===== src/rtl/unmapRespPkg.sv =====
package unmapRespPkg;

  typedef enum logic [1:0] {
    TR_IDLE   = 2'b00,
    TR_BUSY   = 2'b01,
    TR_NONSEQ = 2'b10,
    TR_SEQ    = 2'b11
  } transKindE;

  typedef enum logic [1:0] {
    PH_FREE = 2'b00,
    PH_WAIT = 2'b01,
    PH_LAST = 2'b10
  } errPhaseE;

  // Strobes from control to datapath
  typedef struct packed {
    logic setFlag;   // an unmapped transfer is being claimed this edge
    logic stretch;   // hold the bus: first error beat
    logic flagErr;   // drive ERROR on hresp
  } ctrlStrobeT;

endpackage


===== src/rtl/unmapRegionCmp.sv =====
module unmapRegionCmp #(
  parameter int ADDR_W = 32,
  parameter logic [ADDR_W-1:0] BASE = '0,
  parameter int SIZE_LOG2 = 12
) (
  input  logic [ADDR_W-1:0] addr,
  output logic              hit
);
  // Size is a power of two aligned to the base: compare the bits above the size
  localparam logic [ADDR_W-1:0] TAG = BASE >> SIZE_LOG2;

  always_comb begin
    hit = ((addr >> SIZE_LOG2) == TAG);
  end
endmodule


===== src/rtl/unmapDatapath.sv =====
module unmapDatapath
  import unmapRespPkg::*;
#(
  parameter int ADDR_W      = 32,
  parameter int DATA_W      = 32,
  parameter int NUM_REGIONS = 4,
  parameter logic [NUM_REGIONS*ADDR_W-1:0] REGION_BASE = '0,
  parameter logic [NUM_REGIONS*8-1:0]      REGION_LOG2 = '0
) (
  input  logic                   clk,
  input  logic                   rstN,
  input  logic [ADDR_W-1:0]      haddr,
  input  ctrlStrobeT             strobe,
  input  logic                   unmappedClr,
  output logic                   addrMiss,
  output logic [NUM_REGIONS-1:0] slaveSel,
  output logic                   hreadyOut,
  output logic                   hresp,
  output logic [DATA_W-1:0]      hrdata,
  output logic                   unmappedFlag
);
  logic [NUM_REGIONS-1:0] regionHit;

  for (genvar gi = 0; gi < NUM_REGIONS; gi++) begin : g_region
    localparam logic [ADDR_W-1:0] RB = REGION_BASE[gi*ADDR_W +: ADDR_W];
    localparam int RL = int'(REGION_LOG2[gi*8 +: 8]);
    unmapRegionCmp #(
      .ADDR_W   (ADDR_W),
      .BASE     (RB),
      .SIZE_LOG2(RL)
    ) u_cmp (
      .addr(haddr),
      .hit (regionHit[gi])
    );
  end

  // Lowest index wins where regions overlap
  always_comb begin
    logic found;
    found    = 1'b0;
    slaveSel = '0;
    for (int i = 0; i < NUM_REGIONS; i++) begin
      if (regionHit[i] && !found) begin
        slaveSel[i] = 1'b1;
        found       = 1'b1;
      end
    end
    addrMiss = !found;
  end

  // Sticky status: set has priority over clear
  always_ff @(posedge clk or negedge rstN) begin
    if (!rstN) begin
      unmappedFlag <= 1'b0;
    end else if (strobe.setFlag) begin
      unmappedFlag <= 1'b1;
    end else if (unmappedClr) begin
      unmappedFlag <= 1'b0;
    end
  end

  always_comb begin
    hreadyOut = !strobe.stretch;
    hresp     = strobe.flagErr;
    hrdata    = '0;
  end
endmodule


===== src/rtl/unmapControl.sv =====
module unmapControl
  import unmapRespPkg::*;
(
  input  logic       clk,
  input  logic       rstN,
  input  transKindE  transKind,
  input  logic       hreadyIn,
  input  logic       addrMiss,
  output ctrlStrobeT strobe
);
  errPhaseE phase, phaseNext;
  logic     realXfer;
  logic     claim;

  always_comb begin
    realXfer = (transKind == TR_NONSEQ) || (transKind == TR_SEQ);
    claim    = hreadyIn && realXfer && addrMiss && (phase != PH_WAIT);
  end

  always_comb begin
    phaseNext = phase;
    unique case (phase)
      PH_FREE: phaseNext = claim ? PH_WAIT : PH_FREE;
      PH_WAIT: phaseNext = PH_LAST;
      PH_LAST: phaseNext = claim ? PH_WAIT : PH_FREE;
      default: phaseNext = PH_FREE;
    endcase
  end

  always_ff @(posedge clk or negedge rstN) begin
    if (!rstN) phase <= PH_FREE;
    else       phase <= phaseNext;
  end

  always_comb begin
    strobe.setFlag = claim;
    strobe.stretch = (phase == PH_WAIT);
    strobe.flagErr = (phase == PH_WAIT) || (phase == PH_LAST);
  end
endmodule


===== src/rtl/unmapResponder.sv =====
module unmapResponder
  import unmapRespPkg::*;
#(
  parameter int ADDR_W      = 32,
  parameter int DATA_W      = 32,
  parameter int NUM_REGIONS = 4,
  parameter logic [NUM_REGIONS*ADDR_W-1:0] REGION_BASE =
    {32'h4000_0000, 32'h4000_0000, 32'h2000_0000, 32'h0000_0000},
  parameter logic [NUM_REGIONS*8-1:0] REGION_LOG2 =
    {8'd16, 8'd8, 8'd12, 8'd16}
) (
  input  logic                   clk,
  input  logic                   rstN,
  input  logic [ADDR_W-1:0]      haddr,
  input  logic [1:0]             htrans,
  input  logic                   hreadyIn,
  output logic [NUM_REGIONS-1:0] slaveSel,
  output logic                   hreadyOut,
  output logic                   hresp,
  output logic [DATA_W-1:0]      hrdata,
  output logic                   unmappedFlag,
  input  logic                   unmappedClr
);
  ctrlStrobeT strobe;
  logic       addrMiss;

  unmapControl u_ctrl (
    .clk      (clk),
    .rstN     (rstN),
    .transKind(transKindE'(htrans)),
    .hreadyIn (hreadyIn),
    .addrMiss (addrMiss),
    .strobe   (strobe)
  );

  unmapDatapath #(
    .ADDR_W     (ADDR_W),
    .DATA_W     (DATA_W),
    .NUM_REGIONS(NUM_REGIONS),
    .REGION_BASE(REGION_BASE),
    .REGION_LOG2(REGION_LOG2)
  ) u_dp (
    .clk         (clk),
    .rstN        (rstN),
    .haddr       (haddr),
    .strobe      (strobe),
    .unmappedClr (unmappedClr),
    .addrMiss    (addrMiss),
    .slaveSel    (slaveSel),
    .hreadyOut   (hreadyOut),
    .hresp       (hresp),
    .hrdata      (hrdata),
    .unmappedFlag(unmappedFlag)
  );
endmodule


===== config.mk =====
export PLATFORM = sky130hd
export DESIGN_NAME = unmapResponder
export DESIGN_NICKNAME = d
export VERILOG_FILES = /design/src/rtl/unmapRespPkg.sv /design/src/rtl/unmapRegionCmp.sv /design/src/rtl/unmapDatapath.sv /design/src/rtl/unmapControl.sv /design/src/rtl/unmapResponder.sv
export SDC_FILE = /design/constraint.sdc
export NUM_CORES = 1
export LEC_CHECK = 0
export ABC_AREA = 1
export BUFFER_PORTS_ARGS = -buffer_cell sky130_fd_sc_hd__buf_2
export CORE_AREA = 2 2 50 52
export DETAILED_ROUTE_END_ITERATION = 10
export DIE_AREA = 0 0 52 54
export HOLD_SLACK_MARGIN = 0.06
export PLACE_DENSITY_LB_ADDON = 0.05
export SYNTH_ARGS = -nofsm -noshare
export SYNTH_HDL_FRONTEND = slang
export SYNTH_SLANG_ARGS = --single-unit

===== constraint.sdc =====
create_clock -name clk -period 1.45 [get_ports clk]
set_input_delay 0.29 -clock clk [delete_from_list [all_inputs] [get_ports clk]]
set_output_delay 0.29 -clock clk [all_outputs]
set_load 0.02 [all_outputs]

Word level (Yosys, flattened, before mapping). Index checks and enable logic that the tools add are counted.

Logic and storage cells: 38. Bits of input ports: 38. Output and inout port bits: 39. Flip-flop bits (word level): 3.

Multiplexer cells: 11. Reductions and logical operators: 17. Eq/ne operators: 8.

Operator list (count): 32-bit logical NOT (1); 24-bit by 23-bit == test with 1-bit output, second input constant (1); 20-bit by 18-bit == test with 1-bit output, second input constant (1); 16-bit by 15-bit == test with 1-bit output, second input constant (1); 1-bit 2-to-1 mux (10); 2-bit == test, second input constant (3); 1-bit logical AND (6); 1-bit logical NOT (5); 2-bit case mux with 2 select lines (1); 2-bit by 1-bit == test with 1-bit output, second input constant (1); 2-bit logical NOT (1); 1-bit logical OR (2); 2-bit by 1-bit != test with 1-bit output, second input constant (1); 2-bit nonzero test (1); 2-bit OR reduction (1).

Longest topological paths before layout. Gate-level depths: netlist (run 1).

Depth after elaboration: 16. Gate-level depth with buffers: 6. Depth with buffers taken out: 6.

By module. Synthesis (run 1) repeated with hierarchy kept, for this count alone.

Cell total of the unflattened synthesis: 169. Area total of the unflattened synthesis: 898.4 µm².

By module, submodules not included: unmapDatapath (cells an instance 48, area an instance 334.1 µm², instances 1, sequential area each 25.0 µm²); unmapControl (cells an instance 19, area an instance 162.7 µm², instances 1, sequential area each 50.0 µm²); unmapRegionCmp at u_dp.g_region[3].u_cmp (cells an instance 30, area an instance 112.6 µm², instances 1, sequential area each 0.0 µm²); unmapRegionCmp at u_dp.g_region[0].u_cmp (cells an instance 27, area an instance 103.8 µm², instances 1, sequential area each 0.0 µm²); unmapRegionCmp at u_dp.g_region[1].u_cmp (cells an instance 23, area an instance 97.6 µm², instances 1, sequential area each 0.0 µm²); unmapRegionCmp at u_dp.g_region[2].u_cmp (cells an instance 22, area an instance 87.6 µm², instances 1, sequential area each 0.0 µm²).

Least setup slack after synthesis (run 1). No wires, ideal clock.

Path type: input to output. Start point: input port haddr[27]. End point: output port slaveSel[3]. Setup slack: 0.056 ns. Required time: 1.160 ns. Arrival time: 1.104 ns. Buffers on the path: 0. Stages on the path: 5. Cells stage by stage: nor2_1 nand3_2 nor2_4 nand3_2 a31oi_1.

Longest elaborated chain between the ends: 11. Elaborated cells on any way between the ends: 14. Classes of those cells: eq/ne: 3; mux: 4; reduce/logical: 7.

RTL lines: start: declaration (line unmapResponder.sv:14) `input logic [ADDR_W-1:0] haddr,`; 32-bit logical NOT (line unmapRegionCmp.sv:13) `hit = ((addr >> SIZE_LOG2) == TAG);`; 1-bit 2-to-1 mux (line unmapDatapath.sv:43) `if (regionHit[i] && !found) begin`; 1-bit logical NOT (line unmapDatapath.sv:43); 1-bit logical AND (line unmapDatapath.sv:43); 1-bit 2-to-1 mux (line unmapDatapath.sv:43); 1-bit logical NOT (line unmapDatapath.sv:43); 1-bit logical AND (line unmapDatapath.sv:43); 1-bit 2-to-1 mux (line unmapDatapath.sv:43); 1-bit logical NOT (line unmapDatapath.sv:43); 1-bit logical AND * (line unmapDatapath.sv:43); 1-bit 2-to-1 mux * (line unmapDatapath.sv:43); end: declaration (line unmapResponder.sv:17) `output logic [NUM_REGIONS-1:0] slaveSel,`.

Every way passes the cells marked *; elsewhere a longest branch is shown, timed or not.

Worst setup path in the final report (run 1).
Start point: input port haddr[16]. End point: output port slaveSel[1].

Longest elaborated chain between the ends: 5. Elaborated cells on any way between the ends: 6. Classes of those cells: eq/ne: 1; mux: 2; reduce/logical: 3.

RTL lines (line): 32-bit logical NOT (unmapRegionCmp.sv:13); 1-bit 2-to-1 mux (unmapDatapath.sv:43); 1-bit logical NOT (unmapDatapath.sv:43); 1-bit logical AND * (unmapDatapath.sv:43); 1-bit 2-to-1 mux * (unmapDatapath.sv:43).

Marked as above.

==> out/results.txt, run 1 <==
Status - finished with violations
Failing checks - setup timing
Later-pin clock latency in the skew report - 240 ps
Dpl ws - -43.39 ps
Max Cap Viol - 0
FMAX - 688.9 MHz
Hold crit path type - input pin to flip-flop
CTS root buf - clkbuf_4
Period utilisation layout - 100.1%
Net Sw Frac - 41.49%
Initial Util - 27.94%
RSZ-0062 raised after global routing - yes
TritonCTS clock tree - built
Die area - 0.002808 sq mm
Rows - 18
Slowest CP cell - nor4_2
Via density - 3.739
Peak supply drop - 0.1974 mV
Crit path time final - 1452 ps
# setup viols final - 1
Register area - 75.07 sq um
Setup TNS - -1.663 ps
Core footprint - 0.002320 sq mm
Ports - 77
Crit-path max cell delay - 210 ps
Hold wc startpoint - unmappedClr
Critical-path cell list - buf_6 -> nor2_2 -> nand2_2 -> nor2_4 -> nand2_1 -> nor4_2 -> buf_4
Crit path DAT - 1160 ps
#FFs+latches synth - 3
R2r startpoint - u_ctrl.phase[1]
Synth cell types - 20
Nets - 179
Vias in the first global route - 597
Routed wire length - 1424 microns
Footprint of the multi-input gates - 480.5 sq um
Worst-path clk slew - 40 ps
Synth warn - 0
Internal - 0.0002913 W
Fin worst setup slack - -1.663 ps
Crit-path max FO - 3
Sequential Power Share - 19.6%
WP data required - 1160 ps
Combinational power share - 49.8%
Clock sink count - 3
Setup crit end kind - output port
Port bufs - 35
Inserted Clock Buffers - 3
Worst Clk Skew - 2.207 ps
DRC viols - 0
Worst setup SP type - input pin
Area grow syn2layout - 46.53%
Cell Area, Synth - 648.1 sq um
Critical path type - input pin to output port
Drt pass-1 iters - 2
Overall die width - 52 microns
Pwr Total - 0.0004980 W
Seq/Total Area, Yosys - 11.58%
Via count - 617
H-tree depth - 1
Clk pwr share - 30.5%
Finished Cell Area - 949.7 sq um
GRT Total Usage - 10.80%
FILL cells - 261
Power Density - 524.4 mW/mm^2
Final Util - 40.94%
Synthesized netlist cell count - 91
Routed Antenna Nets - 0
DP Area - 737.0 sq um
1st-iter DRT viols - 1
Clock Path Buffers - 2
WL per Instance - 8.630 microns
Placer Congestion - 0.7255
Initial antenna violation count - 0
Largest net degree at the start of global routing - 5
Global route overflow - 0
Ant diodes - 0
Final max-slew violation count - 0
Most frequent cells in the layout - conb_1, buf_2, buf_4, buf_6, nand2_1
Hold Vio Cnt, Final - 0
Layout cell share with drive strength beyond 1 - 51.85%
First-pass GRT wire length - 2194 microns
Leakage - 0.5127 nW
Commonest non-fill, non-tap cell in the layout - conb_1
Die Height - 54 microns
Sw Pwr - 0.0002066 W
DP HPWL - 1050 microns
Synthesized area per cell - 7.122 sq um
Critical path startpoint - haddr[16]
## layout make-up
cell class | count | share of cell area, %
Multi-Input combinational cell | 77 | 50.59
Timing Repair Buffer | 42 | 31.23
Sequential cell | 3 | 7.905
Tap cell | 30 | 3.953
Inverter | 9 | 3.557
Clock buffer | 4 | 2.767
## path summary, 6_finish.rpt
path                                      to  slack, ps  cells past startpoint
min in group asynchronous    u_ctrl.phase[0]        380                      2
min reg2reg                u_dp.unmappedFlag        470                      2
max in group asynchronous  u_dp.unmappedFlag        960                      2
max                              slaveSel[1]         -2                      7
min                        u_dp.unmappedFlag        300                      4
max reg2reg                  u_ctrl.phase[0]        290                      6
## Yosys cell counts
cell / n / area share, %
ha_1: 5 / 9.7
nand2_2: 1 / 0.97
and3_1: 1 / 0.97
or2_4: 1 / 1.4
nor3b_2: 1 / 1.9
buf_4: 33 / 38
conb_1: 1 / 0.58
nand2_1: 10 / 5.8
dfrtp_1: 3 / 12
nor3_1: 1 / 0.77
nor3b_1: 1 / 1.2
a31oi_1: 1 / 0.97
nand3_2: 2 / 3.1
nor2_1: 13 / 7.5
o21bai_1: 1 / 1.2
nor4_2: 1 / 1.9
nor2_4: 2 / 3.5
inv_1: 9 / 5.2
nand3_1: 3 / 2.3
o21ai_2: 1 / 1.4
## power groups by stage
stage / Sequential [W] / Clock, W / Combinational [W]
floorplan: 0.000102 / 0 / 0.000193
global route: 0.0000993 / 0.000169 / 0.000274
finish: 0.0000977 / 0.000152 / 0.000248
CTS: 0.0000968 / 0.000157 / 0.000206
detailed placement: 0.0000988 / 0 / 0.000183
global placement: 0.0000990 / 0 / 0.000183
## stage by stage
step | instances | hold WS (ps)
global route | 165 | 336.0
finish | 165 | 302.3
detailed placement | 155 | 86.48
global placement | 155 | 89.70
floorplan | 122 | -5.591
CTS | 161 | 299.6
## cell families (layout without fill, tap and decap cells)
logic type | after synthesis | after routing | synth area share (%)
buffers and inverters | 42 | 55 | 43.44
and+or+nand+nor | 37 | 37 | 31.27
adders and majority gates | 5 | 5 | 9.653
AOI/OAI and AO/OA | 3 | 3 | 3.476
DFF | 3 | 3 | 11.58
other | 1 | 32 | 0.5786
## metal layers
metal / up-vias / share of wire (%) / track usage (%)
li1: 302 / - / -
met1: 275 / 30 / 9.619
met2: 38 / 57 / 21.31
met3: 2 / 12 / 3.056
met4: 0 / 1.3 / 6.579
met5: - / 0 / 0
## registers in the layout, indices dropped and copies added, names as in the netlist
| register | count |
|---|---|
| u_ctrl.phase | 2 |
| u_dp.unmappedFlag | 1 |
## critical path, delay by kind of cell
kind                   cells  cell delay, ps
buffers and inverters      2             270
and+or+nand+nor            5             590
## repair_timing
item / 4_1_cts / 5_1_grt
resized for setup: 12 / 24
cloned: 0 / 0
buffers inserted: 1 / 4
hold buffers: 1 / 0
endpoints found under the setup margin: 3 / 6
pin swaps: 10 / 7
hold endpoints to repair: 3 / 0
Power figures use the tool's default switching activity.
==> run 2, diff against run 1 <==
--- a/config.mk
+++ b/config.mk
@@ -5,11 +5,11 @@
 export SDC_FILE = /design/constraint.sdc
 export NUM_CORES = 1
 export LEC_CHECK = 0
-export ABC_AREA = 1
+export ABC_AREA = 0
 export BUFFER_PORTS_ARGS = -buffer_cell sky130_fd_sc_hd__buf_2
-export CORE_AREA = 2 2 50 52
+export CORE_AREA = 2 2 47 49
 export DETAILED_ROUTE_END_ITERATION = 10
-export DIE_AREA = 0 0 52 54
+export DIE_AREA = 0 0 49 51
 export HOLD_SLACK_MARGIN = 0.06
 export PLACE_DENSITY_LB_ADDON = 0.05
 export SYNTH_ARGS = -nofsm -noshare
==> constraint.sdc (replaced) <==
create_clock -name clk -period 1.8 [get_ports clk]
set_input_delay 0.36 -clock clk [delete_from_list [all_inputs] [get_ports clk]]
set_output_delay 0.36 -clock clk [all_outputs]
set_load 0.02 [all_outputs]
==> run 2 against run 1 <==
The flow still finishes with violations (setup timing); power shrank 29%; setup slack got worse by 12 ps; flip-flop and latch count did not move; clock-buffer cell count is the same; critical path depth shrank 2; clock power is 24% lower; clock skew about the same; largest power group unchanged; via count is 18% lower; critical endpoint is now slaveSel[2]; register-to-register slack better by 170 ps; die area fell by 11%; combinational power shrank 35%.
==> out/results.txt, run 2 <==
Status - finished with violations
Failing checks - setup timing
Seq/Total Area, Yosys - 13.48% (+1.9 points)
Synthesized area per cell - 8.436 sq um (+18%)
Number of synthesized flops with an enable pin - 0 (unchanged)
Critical-path cell list - buf_6 -> or4_4 -> nor2_4 -> and4b_1 -> buf_6
Crit path time final - 1814 ps
Top reg by flops - u_ctrl.phase
# setup viols final - 1 (unchanged)
Synth warn - 0 (unchanged)
Largest cells by area after synthesis - buf_4, dfrtp_1, ha_1
Most used DFF post-synth - dfrtp_1
Period utilisation layout - 100.8%
Clock Path Buffers - 2 (unchanged)
Clock sink count - 3 (unchanged)
Hold crit path type - input pin to flip-flop
Peak supply drop - 0.3475 mV (+76%)
Sequential Power Share - 22.3% (+2.7 points)
Global route overflow - 0 (unchanged)
Setup crit end kind - output port
Top cells by instance count after synthesis - buf_4, ha_1, dfrtp_1, inv_1, nor4_1
Cell Area, Synth - 556.8 sq um (-14%)
Vias in the first global route - 395 (-34%)
Setup TNS - -14.13 ps (-12.47 ps)
Most frequent cell after synthesis - buf_4
Internal - 0.0002105 W (-28%)
Leakage - 0.4218 nW (-18%)
CTS root buf - clkbuf_4
Via count - 505 (-18%)
Die Height - 51 microns (-5.6%)
TritonCTS clock tree - built
1st-iter DRT viols - 1 (unchanged)
#FFs+latches synth - 3 (unchanged)
Area grow syn2layout - 43.15%
Routed wire length - 1184 microns (-17%)
Crit-path max FO - 3 (unchanged)
Synth async-reset ratio - 100.0% (unchanged)
Power Density - 446.7 mW/mm^2 (-15%)
Die area - 0.002499 sq mm (-11%)
RSZ-0062 raised after global routing - yes
GRT Total Usage - 9.097% (-1.7 points)
Ports - 77 (unchanged)
Most frequent cells in the layout - conb_1, buf_2, buf_6, ha_1, buf_4
Fin worst setup slack - -14.13 ps (-12.47 ps)
Finished Cell Area - 797.0 sq um (-16%)
Layout cell share with drive strength beyond 1 - 45.79% (-6.1 points)
Hold slack - 425.6 ps (+123.3 ps)
WL per Instance - 8.770 microns (+1.6%)
Worst Clk Skew - 1.903 ps (-0.3042 ps)
Final Util - 38.63% (-2.3 points)
DP Area - 664.4 sq um (-9.8%)
Worst-path clk slew - 40 ps (about the same)
Top Registers - u_ctrl.phase: 2 flops, u_dp.unmappedFlag: 1 flops
Clk pwr share - 32.4% (+1.9 points)
Later-pin clock latency in the skew report - 230 ps (about the same)
Via density - 3.741 (about the same)
Max FFs per register - 2 (unchanged)
Routed Antenna Nets - 0 (unchanged)
Core footprint - 0.002063 sq mm (-11%)
Crit path DAT - 1450 ps (+290 ps)
Commonest non-fill, non-tap cell in the layout - conb_1
Synthesized netlist cell count - 66 (-27%)
Rows - 17 (-1)
Postcts setup bufs - 0 (-1)
CP bufs+invs - 2 (unchanged)
Delay-heaviest family, CP - simple AND/OR/NAND/NOR gates
WP data required - 1440 ps (+280 ps)
First-pass GRT wire length - 1697 microns (-23%)
Final max-slew violation count - 0 (unchanged)
Yosys top cell by area - buf_4
Max Cap Viol - 0 (unchanged)
Critical path type - input pin to output port
Worst setup SP type - input pin
Synth cell types - 20 (unchanged)
Drt pass-1 iters - 4 (+2)
Initial antenna violation count - 0 (unchanged)
Port bufs - 35 (unchanged)
Net Sw Frac - 40.87% (-0.63 points)
Combinational power share - 45.3% (-4.5 points)
Overall die width - 49 microns (-5.8%)
Largest net degree at the start of global routing - 7 (+2)
Most frequent CP cell - buf_6
Initial Util - 26.99% (-0.95 points)
Slowest CP cell - or4_4
Hold Vio Cnt, Final - 0 (unchanged)
Crit-path max cell delay - 560 ps (+350 ps)
Synth top area share - 44.49% (+6.3 points)
Sw Pwr - 0.0001455 W (-30%)
Ant diodes - 0 (unchanged)
DRC viols - 0 (unchanged)
DP HPWL - 931.6 microns (-11%)
H-tree depth - 1 (unchanged)
Placer Congestion - 0.6334 (-13%)
FMAX - 551.2 MHz
Nets - 151 (-16%)
Inserted Clock Buffers - 3 (unchanged)
## run 2: timing repair
action	in CTS	in global routing
setup endpoints to repair	3	4
hold endpoints to repair	3	0
gates cloned	0	0
resized for setup	9	7
hold buffers	1	0
pin swaps	5	5
## run 2: cell families (layout without fill, tap and decap cells)
family | after synthesis | after routing | share of synthesized area [%]
buffers and inverters | 36 | 46 | 46.52
AOI/OAI and AO/OA | 4 | 4 | 4.720
and+or+nand+nor | 17 | 17 | 23.37
DFF | 3 | 3 | 13.48
adders and majority gates | 5 | 5 | 11.24
other | 1 | 32 | 0.6735
## run 2: worst register-to-register path, stage by stage (launching register included)
cell       delay (ps)
dfrtp_1           360
inv_1              80
ha_1              190
inv_1              70
nand3_1            90
a2111oi_0         410
## run 2: worst paths after layout
path / start / endpoint / slack [ps] / cells after the start
setup / recovery: haddr[14] / slaveSel[2] / -10 / 5
hold / removal: unmappedClr / u_dp.unmappedFlag / 430 / 3
setup reg to reg: u_ctrl.phase[1] / u_ctrl.phase[0] / 460 / 5
hold reg to reg: u_dp.unmappedFlag / u_dp.unmappedFlag / 520 / 2
max in group asynchronous: rstN / u_ctrl.phase[1] / 1250 / 2
min in group asynchronous: rstN / u_dp.unmappedFlag / 440 / 2
## run 2: power groups by stage
stage	logic, W	clock network, W	registers (W)
floorplan	0.000143	0	0.0000834
global placement	0.000140	0	0.0000806
detailed placement	0.000140	0	0.0000805
CTS	0.000149	0.000123	0.0000796
global route	0.000176	0.000130	0.0000809
finish	0.000161	0.000115	0.0000795
## run 2: cell type report
| class | instances | area [sq um] |
|---|---|---|
| Timing Repair Buffer | 39 | 254.0 |
| Fill cell | 236 | 1266 |
| Clock buffer | 4 | 26.28 |
| Tap cell | 28 | 35.03 |
| Sequential cell | 3 | 75.07 |
| Inverter | 3 | 11.26 |
| Multi-Input combinational cell | 58 | 395.4 |
## run 2: metal layers
metal	up-vias	track usage (%)	wire, microns	share of wire (%)
li1	246	-	-	-
met1	216	8.541	401	34
met2	41	15.75	579	49
met3	2	4.678	185	16
met4	0	5.714	18	1.5
met5	-	0	0	0
## run 2: per-stage QoR
step	setup WS, ps	power (W)	instances
4_1_cts	-11.81	0.0003514	135
5_1_grt	-72.20	0.0003863	135
2_1_floorplan	53.35	0.0002269	97
3_5_place_dp	-101.6	0.0002204	130
3_3_place_gp	-136.2	0.0002204	130
6_report	-14.13	0.0003560	135
==> run 3, diff against run 2 <==
--- a/config.mk
+++ b/config.mk
@@ -11,6 +11,7 @@
 export DETAILED_ROUTE_END_ITERATION = 10
 export DIE_AREA = 0 0 49 51
 export HOLD_SLACK_MARGIN = 0.06
+export MAX_ROUTING_LAYER = met4
 export PLACE_DENSITY_LB_ADDON = 0.05
 export SYNTH_ARGS = -nofsm -noshare
 export SYNTH_HDL_FRONTEND = slang
==> run 3 against run 2 <==
The flow still finishes with violations (setup timing); flip-flop and latch count did not move; register-to-register slack barely moved; clock-buffer cell count did not move; first-iteration DRC count did not move; utilization did not move; die area did not move; sequential share of layout area did not move; cell count did not move; clock skew barely moved; power barely moved; worst hold slack barely moved; sequential power barely moved; critical path type unchanged.
==> out/results.txt, run 3 (synthesis results as in run 2) <==
Status - finished with violations
Failing checks - setup timing
Crit-path max FO - 3 (unchanged)
Worst setup SP type - input pin
Die area - 0.002499 sq mm (unchanged)
Routed Antenna Nets - 0 (unchanged)
Commonest non-fill, non-tap cell in the layout - conb_1
Vias in the first global route - 394 (-0.25%)
Critical path type - input pin to output port
Final max-slew violation count - 0 (unchanged)
Clock Path Buffers - 2 (unchanged)
Crit path DAT - 1450 ps (about the same)
Global route overflow - 0 (unchanged)
Crit-path max cell delay - 560 ps (about the same)
Slowest CP cell - or4_4
CTS root buf - clkbuf_4
Initial antenna violation count - 0 (unchanged)
H-tree depth - 1 (unchanged)
R2R depth - 5 (unchanged)
Sequential Power Share - 22.3% (about the same)
Sw Pwr - 0.0001455 W (about the same)
DP HPWL - 931.6 microns (unchanged)
Setup crit end kind - output port
# setup viols final - 1 (unchanged)
Die Height - 51 microns (unchanged)
Top reg by flops - u_ctrl.phase
Later-pin clock latency in the skew report - 230 ps (about the same)
DRC viols - 0 (unchanged)
Most frequent CP cell - buf_6
Routed wire length - 1184 microns (unchanged)
DP Area - 664.4 sq um (unchanged)
Hold Vio Cnt, Final - 0 (unchanged)
Largest net degree at the start of global routing - 7 (unchanged)
Final Util - 38.63% (unchanged)
Max FFs per register - 2 (unchanged)
Power Density - 446.7 mW/mm^2 (about the same)
Worst r2r dst - u_ctrl.phase[0]
RSZ-0062 raised after global routing - yes
Via count - 505 (unchanged)
Nets - 151 (unchanged)
Worst-path clk slew - 40 ps (about the same)
Area grow syn2layout - 43.15% (unchanged)
Placer Congestion - 0.6385 (+0.81%)
Worst Hold Endpoint - u_dp.unmappedFlag
TritonCTS clock tree - built
GRT Total Usage - 9.343% (+0.25 points)
Critical-path cell list - buf_6 -> or4_4 -> nor2_4 -> and4b_1 -> buf_6
Via density - 3.741 (unchanged)
Core footprint - 0.002063 sq mm (unchanged)
Worst Clk Skew - 1.937 ps (+0.03402 ps)
Period utilisation layout - 100.8% (unchanged)
Rows - 17 (unchanged)
Layout cell share with drive strength beyond 1 - 45.79% (unchanged)
WP data required - 1440 ps (about the same)
Net Sw Frac - 40.86% (about the same)
Crit path time final - 1814 ps (unchanged)
Fin worst setup slack - -14.13 ps (unchanged)
Postcts setup bufs - 0 (unchanged)
Initial Util - 26.99% (unchanged)
Port bufs - 35 (unchanged)
Ant diodes - 0 (unchanged)
FMAX - 551.2 MHz (unchanged)
First-pass GRT wire length - 1697 microns (unchanged)
Combinational power share - 45.3% (about the same)
Hold crit path type - input pin to flip-flop
Peak supply drop - 0.3474 mV (about the same)
Drt pass-1 iters - 4 (unchanged)
Internal - 0.0002105 W (about the same)
Leakage - 0.4218 nW (unchanged)
Ports - 77 (unchanged)
WL per Instance - 8.770 microns (unchanged)
Top Registers - u_ctrl.phase: 2 flops, u_dp.unmappedFlag: 1 flops
R2r startpoint - u_ctrl.phase[1]
Overall die width - 49 microns (unchanged)
Most frequent cells in the layout - conb_1, buf_2, buf_6, ha_1, buf_4
Hold wc startpoint - unmappedClr
Clk pwr share - 32.4% (about the same)
1st-iter DRT viols - 1 (unchanged)
Max Cap Viol - 0 (unchanged)
Pwr Total - 0.0003560 W (about the same)
Inserted Clock Buffers - 3 (unchanged)
Hold slack - 425.6 ps (+0.004000 ps)
Finished Cell Area - 797.0 sq um (unchanged)
Worst R2R Setup Slack - 460 ps (about the same)
Clock sink count - 3 (unchanged)
Worst Hold Depth - 3 (unchanged)
-- run 3: cell counts in the layout (fill, tap and decap cells not counted) --
No cell type changed its count.
-- run 3: routing by layer --
metal	global-route usage (%)	routed length [microns]	vias to the layer above
li1	-	-	246
met1	8.541	405	216
met2	15.75	577	41
met5	-	0	-
met3	4.678	182	2
met4	5.714	18	0
-- run 3: stage by stage --
stage | std cells | TNS [ps] | worst slack (ps)
finish | 135 | -14.13 | -14.13
global route | 135 | -128.7 | -72.20
CTS | 135 | -23.18 | -11.81
detailed placement | 130 | -231.5 | -101.6
global placement | 130 | -287.8 | -136.2
floorplan | 97 | 0 | 53.35
-- run 3: worst max-delay path, delay by kind of cell --
kind                   cells  cell delay [ps]
buffers and inverters      2              210
and+or+nand+nor            3              880
-- run 3: power by group through the flow --
stage          sequential, W  clock [W]  combinational [W]
6_report           0.0000795   0.000115           0.000161
3_5_place_dp       0.0000805          0           0.000140
3_3_place_gp       0.0000806          0           0.000140
2_1_floorplan      0.0000834          0           0.000143
4_1_cts            0.0000796   0.000123           0.000149
5_1_grt            0.0000809   0.000130           0.000176
-- run 3: repair_timing --
action | in CTS | in global routing
hold buffers | 1 | 0
resized for setup | 9 | 7
endpoints found under the setup margin | 3 | 4
pin swaps | 5 | 5
hold endpoints to repair | 3 | 0
-- run 3: how the worst max path moves through the flow --
| stage | start | cells past startpoint | endpoint | slack (ps) |
|---|---|---|---|---|
| CTS | haddr[14] | 4 | slaveSel[1] | -10 |
| floorplan | haddr[21] | 3 | slaveSel[1] | 50 |
| finish | haddr[14] | 5 | slaveSel[2] | -10 |
| detailed placement | haddr[24] | 5 | slaveSel[1] | -100 |
| global placement | haddr[21] | 5 | slaveSel[1] | -140 |
| global route | haddr[22] | 5 | slaveSel[1] | -70 |
-- run 3: cell type report --
type,count,area [sq um]
Fill cell,236,1266
Multi-Input combinational cell,58,395.4
Timing Repair Buffer,39,254.0
Sequential cell,3,75.07
Tap cell,28,35.03
Clock buffer,4,26.28
Inverter,3,11.26
